[config.mk]
export PLATFORM = sky130hd
export DESIGN_NAME = flag_alu
export DESIGN_NICKNAME = d
export VERILOG_FILES = /design/src/rtl/alu_pkg.sv /design/src/rtl/alu_precond.sv /design/src/rtl/alu_core.sv /design/src/rtl/alu_flags.sv /design/src/rtl/flag_alu.sv
export SDC_FILE = /design/constraint.sdc
export NUM_CORES = 1
export LEC_CHECK = 0
export BUFFER_PORTS_ARGS = -buffer_cell sky130_fd_sc_hd__clkbuf_2
export CAP_MARGIN = 40
export CELL_PAD_IN_SITES_DETAIL_PLACEMENT = 1
export CELL_PAD_IN_SITES_GLOBAL_PLACEMENT = 2
export CORE_AREA = 2 2 72 74
export DETAILED_ROUTE_END_ITERATION = 8
export DIE_AREA = 0 0 74 76
export GPL_TIMING_DRIVEN = 1
export MAX_ROUTING_LAYER = met4
export PLACE_DENSITY = 0.95
export SYNTH_ARGS = -nofsm -noshare
export SYNTH_HDL_FRONTEND = slang
export SYNTH_HIERARCHICAL = 1
export SYNTH_SLANG_ARGS = --single-unit
[constraint.sdc]
create_clock -name vclk -period 18.5
set_clock_uncertainty 0.1 [all_clocks]
set_input_delay 3.7 -clock vclk [all_inputs]
set_output_delay 3.7 -clock vclk [all_outputs]
set_load 0.05 [all_outputs]
[src/rtl/alu_pkg.sv]
package alu_pkg;

    localparam int DATA_W = 16;

    // Control word layout, most significant bit first
    typedef struct packed {
        logic clr_x;
        logic inv_x;
        logic clr_y;
        logic inv_y;
        logic sel_add;
        logic inv_out;
    } alu_ctl_t;

    localparam int CTL_W = $bits(alu_ctl_t);

    // Per-operand conditioning request
    typedef struct packed {
        logic clr;
        logic inv;
    } cond_req_t;

    function automatic cond_req_t x_req(input alu_ctl_t c);
        cond_req_t r;
        r.clr = c.clr_x;
        r.inv = c.inv_x;
        return r;
    endfunction

    function automatic cond_req_t y_req(input alu_ctl_t c);
        cond_req_t r;
        r.clr = c.clr_y;
        r.inv = c.inv_y;
        return r;
    endfunction

endpackage

[src/rtl/alu_precond.sv]
module alu_precond
    import alu_pkg::*;
#(
    parameter int W = 16
) (
    input  logic [W-1:0] din,
    input  cond_req_t    req,
    output logic [W-1:0] dout
);
    logic [W-1:0] cleared;

    always_comb begin
        cleared = req.clr ? '0 : din;
        dout    = req.inv ? ~cleared : cleared;
    end
endmodule

[src/rtl/alu_core.sv]
module alu_core #(
    parameter int W          = 16,
    parameter bit USE_RIPPLE = 1'b1
) (
    input  logic [W-1:0] a,
    input  logic [W-1:0] b,
    input  logic         sel_add,
    input  logic         inv_out,
    output logic [W-1:0] y
);
    logic [W-1:0] sum;
    logic [W-1:0] conj;

    assign conj = a & b;

    generate
        if (USE_RIPPLE) begin : g_ripple
            logic [W:0] cy;
            assign cy[0] = 1'b0;
            for (genvar i = 0; i < W; i++) begin : g_bit
                logic p;
                assign p        = a[i] ^ b[i];
                assign sum[i]   = p ^ cy[i];
                assign cy[i+1]  = (a[i] & b[i]) | (cy[i] & p);
            end
        end else begin : g_behav
            assign sum = a + b;
        end
    endgenerate

    logic [W-1:0] pick;
    always_comb begin
        pick = sel_add ? sum : conj;
        y    = inv_out ? ~pick : pick;
    end
endmodule

[src/rtl/alu_flags.sv]
module alu_flags #(
    parameter int W = 16
) (
    input  logic [W-1:0] val,
    output logic         zero,
    output logic         neg
);
    assign zero = ~(|val);
    assign neg  = val[W-1];
endmodule

[src/rtl/flag_alu.sv]
module flag_alu
    import alu_pkg::*;
#(
    parameter int W          = DATA_W,
    parameter bit USE_RIPPLE = 1'b1
) (
    input  logic [W-1:0]     op_x,
    input  logic [W-1:0]     op_y,
    input  logic [CTL_W-1:0] ctl,
    output logic [W-1:0]     result,
    output logic             is_zero,
    output logic             is_neg
);
    localparam int NOPS = 2;

    alu_ctl_t     c;
    logic [W-1:0] raw [NOPS];
    logic [W-1:0] cnd [NOPS];
    cond_req_t    req [NOPS];

    assign c      = alu_ctl_t'(ctl);
    assign raw[0] = op_x;
    assign raw[1] = op_y;
    assign req[0] = x_req(c);
    assign req[1] = y_req(c);

    generate
        for (genvar k = 0; k < NOPS; k++) begin : g_cond
            alu_precond #(.W(W)) u_pc (
                .din  (raw[k]),
                .req  (req[k]),
                .dout (cnd[k])
            );
        end
    endgenerate

    alu_core #(.W(W), .USE_RIPPLE(USE_RIPPLE)) u_core (
        .a       (cnd[0]),
        .b       (cnd[1]),
        .sel_add (c.sel_add),
        .inv_out (c.inv_out),
        .y       (result)
    );

    alu_flags #(.W(W)) u_flags (
        .val  (result),
        .zero (is_zero),
        .neg  (is_neg)
    );
endmodule

==> impl_metrics.env <==
export IMPL_status="finished, final reports clean"
export IMPL_core_area_um2=4910
export IMPL_grt_overflow_total=0
export IMPL_portBuffers=56
export IMPL_p_int_mw=0.0416
export IMPL_syn_nets=215
export IMPL_avgSynthCellArea_um2=11.9
export IMPL_drtIter0Drc=5
export IMPL_drt_pass1_iter_count=3
export IMPL_grt_usage_pct=13.0
export IMPL_leakage_nw=1.00
export IMPL_pre_cts_ws_ps=3330
export IMPL_path_max_fanout=16
export IMPL_start_util_pct=35.5
export IMPL_setup_violations=0
export IMPL_crit_top_cell="fa_1"
export IMPL_cp_slowest_stage_delay_ps=590
export IMPL_seq_area_um2=0
export IMPL_irDropWorstVdd_mv=0.0308
export IMPL_drive_above_1_share_pct=50.0
export IMPL_die_h_um=76
export IMPL_clkPwrFrac_pct=0
export IMPL_design_seq_count=0
export IMPL_globalplace_congestion=0.789
export IMPL_layout_nets=262
export IMPL_avgViaCountPerCell=4.33
export IMPL_post_route_drc_count=0
export IMPL_switching_share_pct=66.6
export IMPL_dieArea_um2=5620
export IMPL_whs_ps=8090
export IMPL_fin_cells=262
export IMPL_grt_pass1_vias=1195
export IMPL_ys_types=17
export IMPL_syn_inst=147
export IMPL_min_path_type="in -> out"
export IMPL_yosysSeqAreaShare_pct=0
export IMPL_required_ps=14700
export IMPL_fin_crit_ps=15100
export IMPL_slowest_stage="clkbuf_2"
export IMPL_ioPinCount=56
export IMPL_finalWorstSetupSlack_ps=3400
export IMPL_nClkBuffers=0
export IMPL_min_period_over_period_pct=81.6
export IMPL_power_density_nw_per_um2=62.9
export IMPL_grt_antenna_before_repair=0
export IMPL_numPlacedInstances=262
export IMPL_path_cells="clkbuf_2, xnor2_1, ha_1, fa_1, fa_1, fa_1, fa_1, fa_1, fa_1, fa_1, fa_1, fa_1, fa_1, fa_1, fa_1, fa_1, inv_1, fa_1, nand2_1, o21ai_0, xnor2_1, nor4_1, and4_1, clkbuf_2"
export IMPL_netlist_area_um2=1750
export IMPL_diodes=0
export IMPL_grt_max_degree=18
export IMPL_wl_mm=3.42
export IMPL_num_vias=1134
export IMPL_maxCapViolations=0
export IMPL_hold_violations=0
export IMPL_avgRoutedWirePerCell_um=13.0
export IMPL_cts_resized=0
export IMPL_ys_warn_count=6
export IMPL_grt_pass1_wl_mm=5.72
export IMPL_die_w_um=74
export IMPL_final_util_pct=40.3
export IMPL_worstSetupEndpointType="output pin"
export IMPL_post_cts_buffers=0
export IMPL_drv_slew=0
export IMPL_worstMarginPinSlew_ps=776
export IMPL_power_net_switching_mw=0.0830
export IMPL_rows=26
export IMPL_start_kind="input port"
export IMPL_path_class="in -> out"
export IMPL_arrival_ps=11300
export IMPL_rsz0062_at_grt="no"
export IMPL_ant_nets=0
export IMPL_combPwrFrac_pct=100.0
export IMPL_slew_headroom_pct=48.3
export IMPL_cts_hold_buf=0
export IMPL_pwr_share_seq_pct=0
export IMPL_tns_ps=0
export IMPL_areaGrowthSynthToFinish_pct=13.5
export IMPL_dp_hpwl_mm=2.96
export IMPL_fmax_mhz=66.2
cell type report:
class	instances	area [um2]
fillers	561	2930
multi-input cells	133	1600
repair buffers	56	280
well taps	70	87.6
inverters	3	11.3
cells in the mapped netlist (all sizes together):
master / count / area share (%)
fa: 14 / 16
xnor2: 49 / 33
nand2b: 32 / 20
ha: 16 / 11
inv: 3 / 0.65
nor4: 4 / 1.4
mux2i: 15 / 8.6
and4: 1 / 0.50
nand2: 1 / 0.21
buf: 11 / 7.5
o21ai: 1 / 0.29
critical path, delay by kind of cell:
kind	cells	cell delay, ps
compound gates	1	110
simple gates	3	490
buf+inv	3	940
fa+ha+maj	15	5700
xor+xnor	2	340
cell families after synthesis:
group           share of synthesized area (%)
fa+ha+maj                                27.5
buf+inv                                  8.17
simple gates                             22.2
compound gates                          0.286
mux                                      8.60
xor+xnor                                 33.2
layout by cell type (no fill, tap or decap):
cell / n
nand2b_1: 12
fa_1: 14
xnor2_1: 29
and4_1: 1
o21ai_0: 1
mux2i_1: 15
clkbuf_2: 56
xnor2_2: 20
nand2b_4: 20
ha_1: 16
nor4_1: 4
inv_1: 3
nand2_1: 1
per-layer routing:
metal  global-route usage (%)  part of all wire (%)  up-vias
li1                         -                     -      548
met1                     15.3                    38      563
met2                     25.5                    59       23
met3                    0.265                   2.8        0
met4                        0                     0        0
met5                        -                     0        -
power by group through the flow:
stage	Combinational, mW	Clock, mW	Sequential [mW]
global placement	0.123	0	0
finish	0.125	0	0
floorplan	0.102	0	0
global route	0.135	0	0
CTS	0.127	0	0
detailed placement	0.127	0	0
final timing paths:
path | start | cells after the start | endpoint | slack, ps
worst max-delay path | ctl[4] | 24 | is_zero | 3400
worst min-delay path | ctl[0] | 3 | result[0] | 8090
stage by stage:
stage | area (um2) | power (mW)
6_report | 1980 | 0.125
5_1_grt | 1980 | 0.135
4_1_cts | 1980 | 0.127
3_5_place_dp | 1980 | 0.127
3_3_place_gp | 1980 | 0.123
2_1_floorplan | 1750 | 0.102
Note: power is estimated with default switching activity, not from simulation.
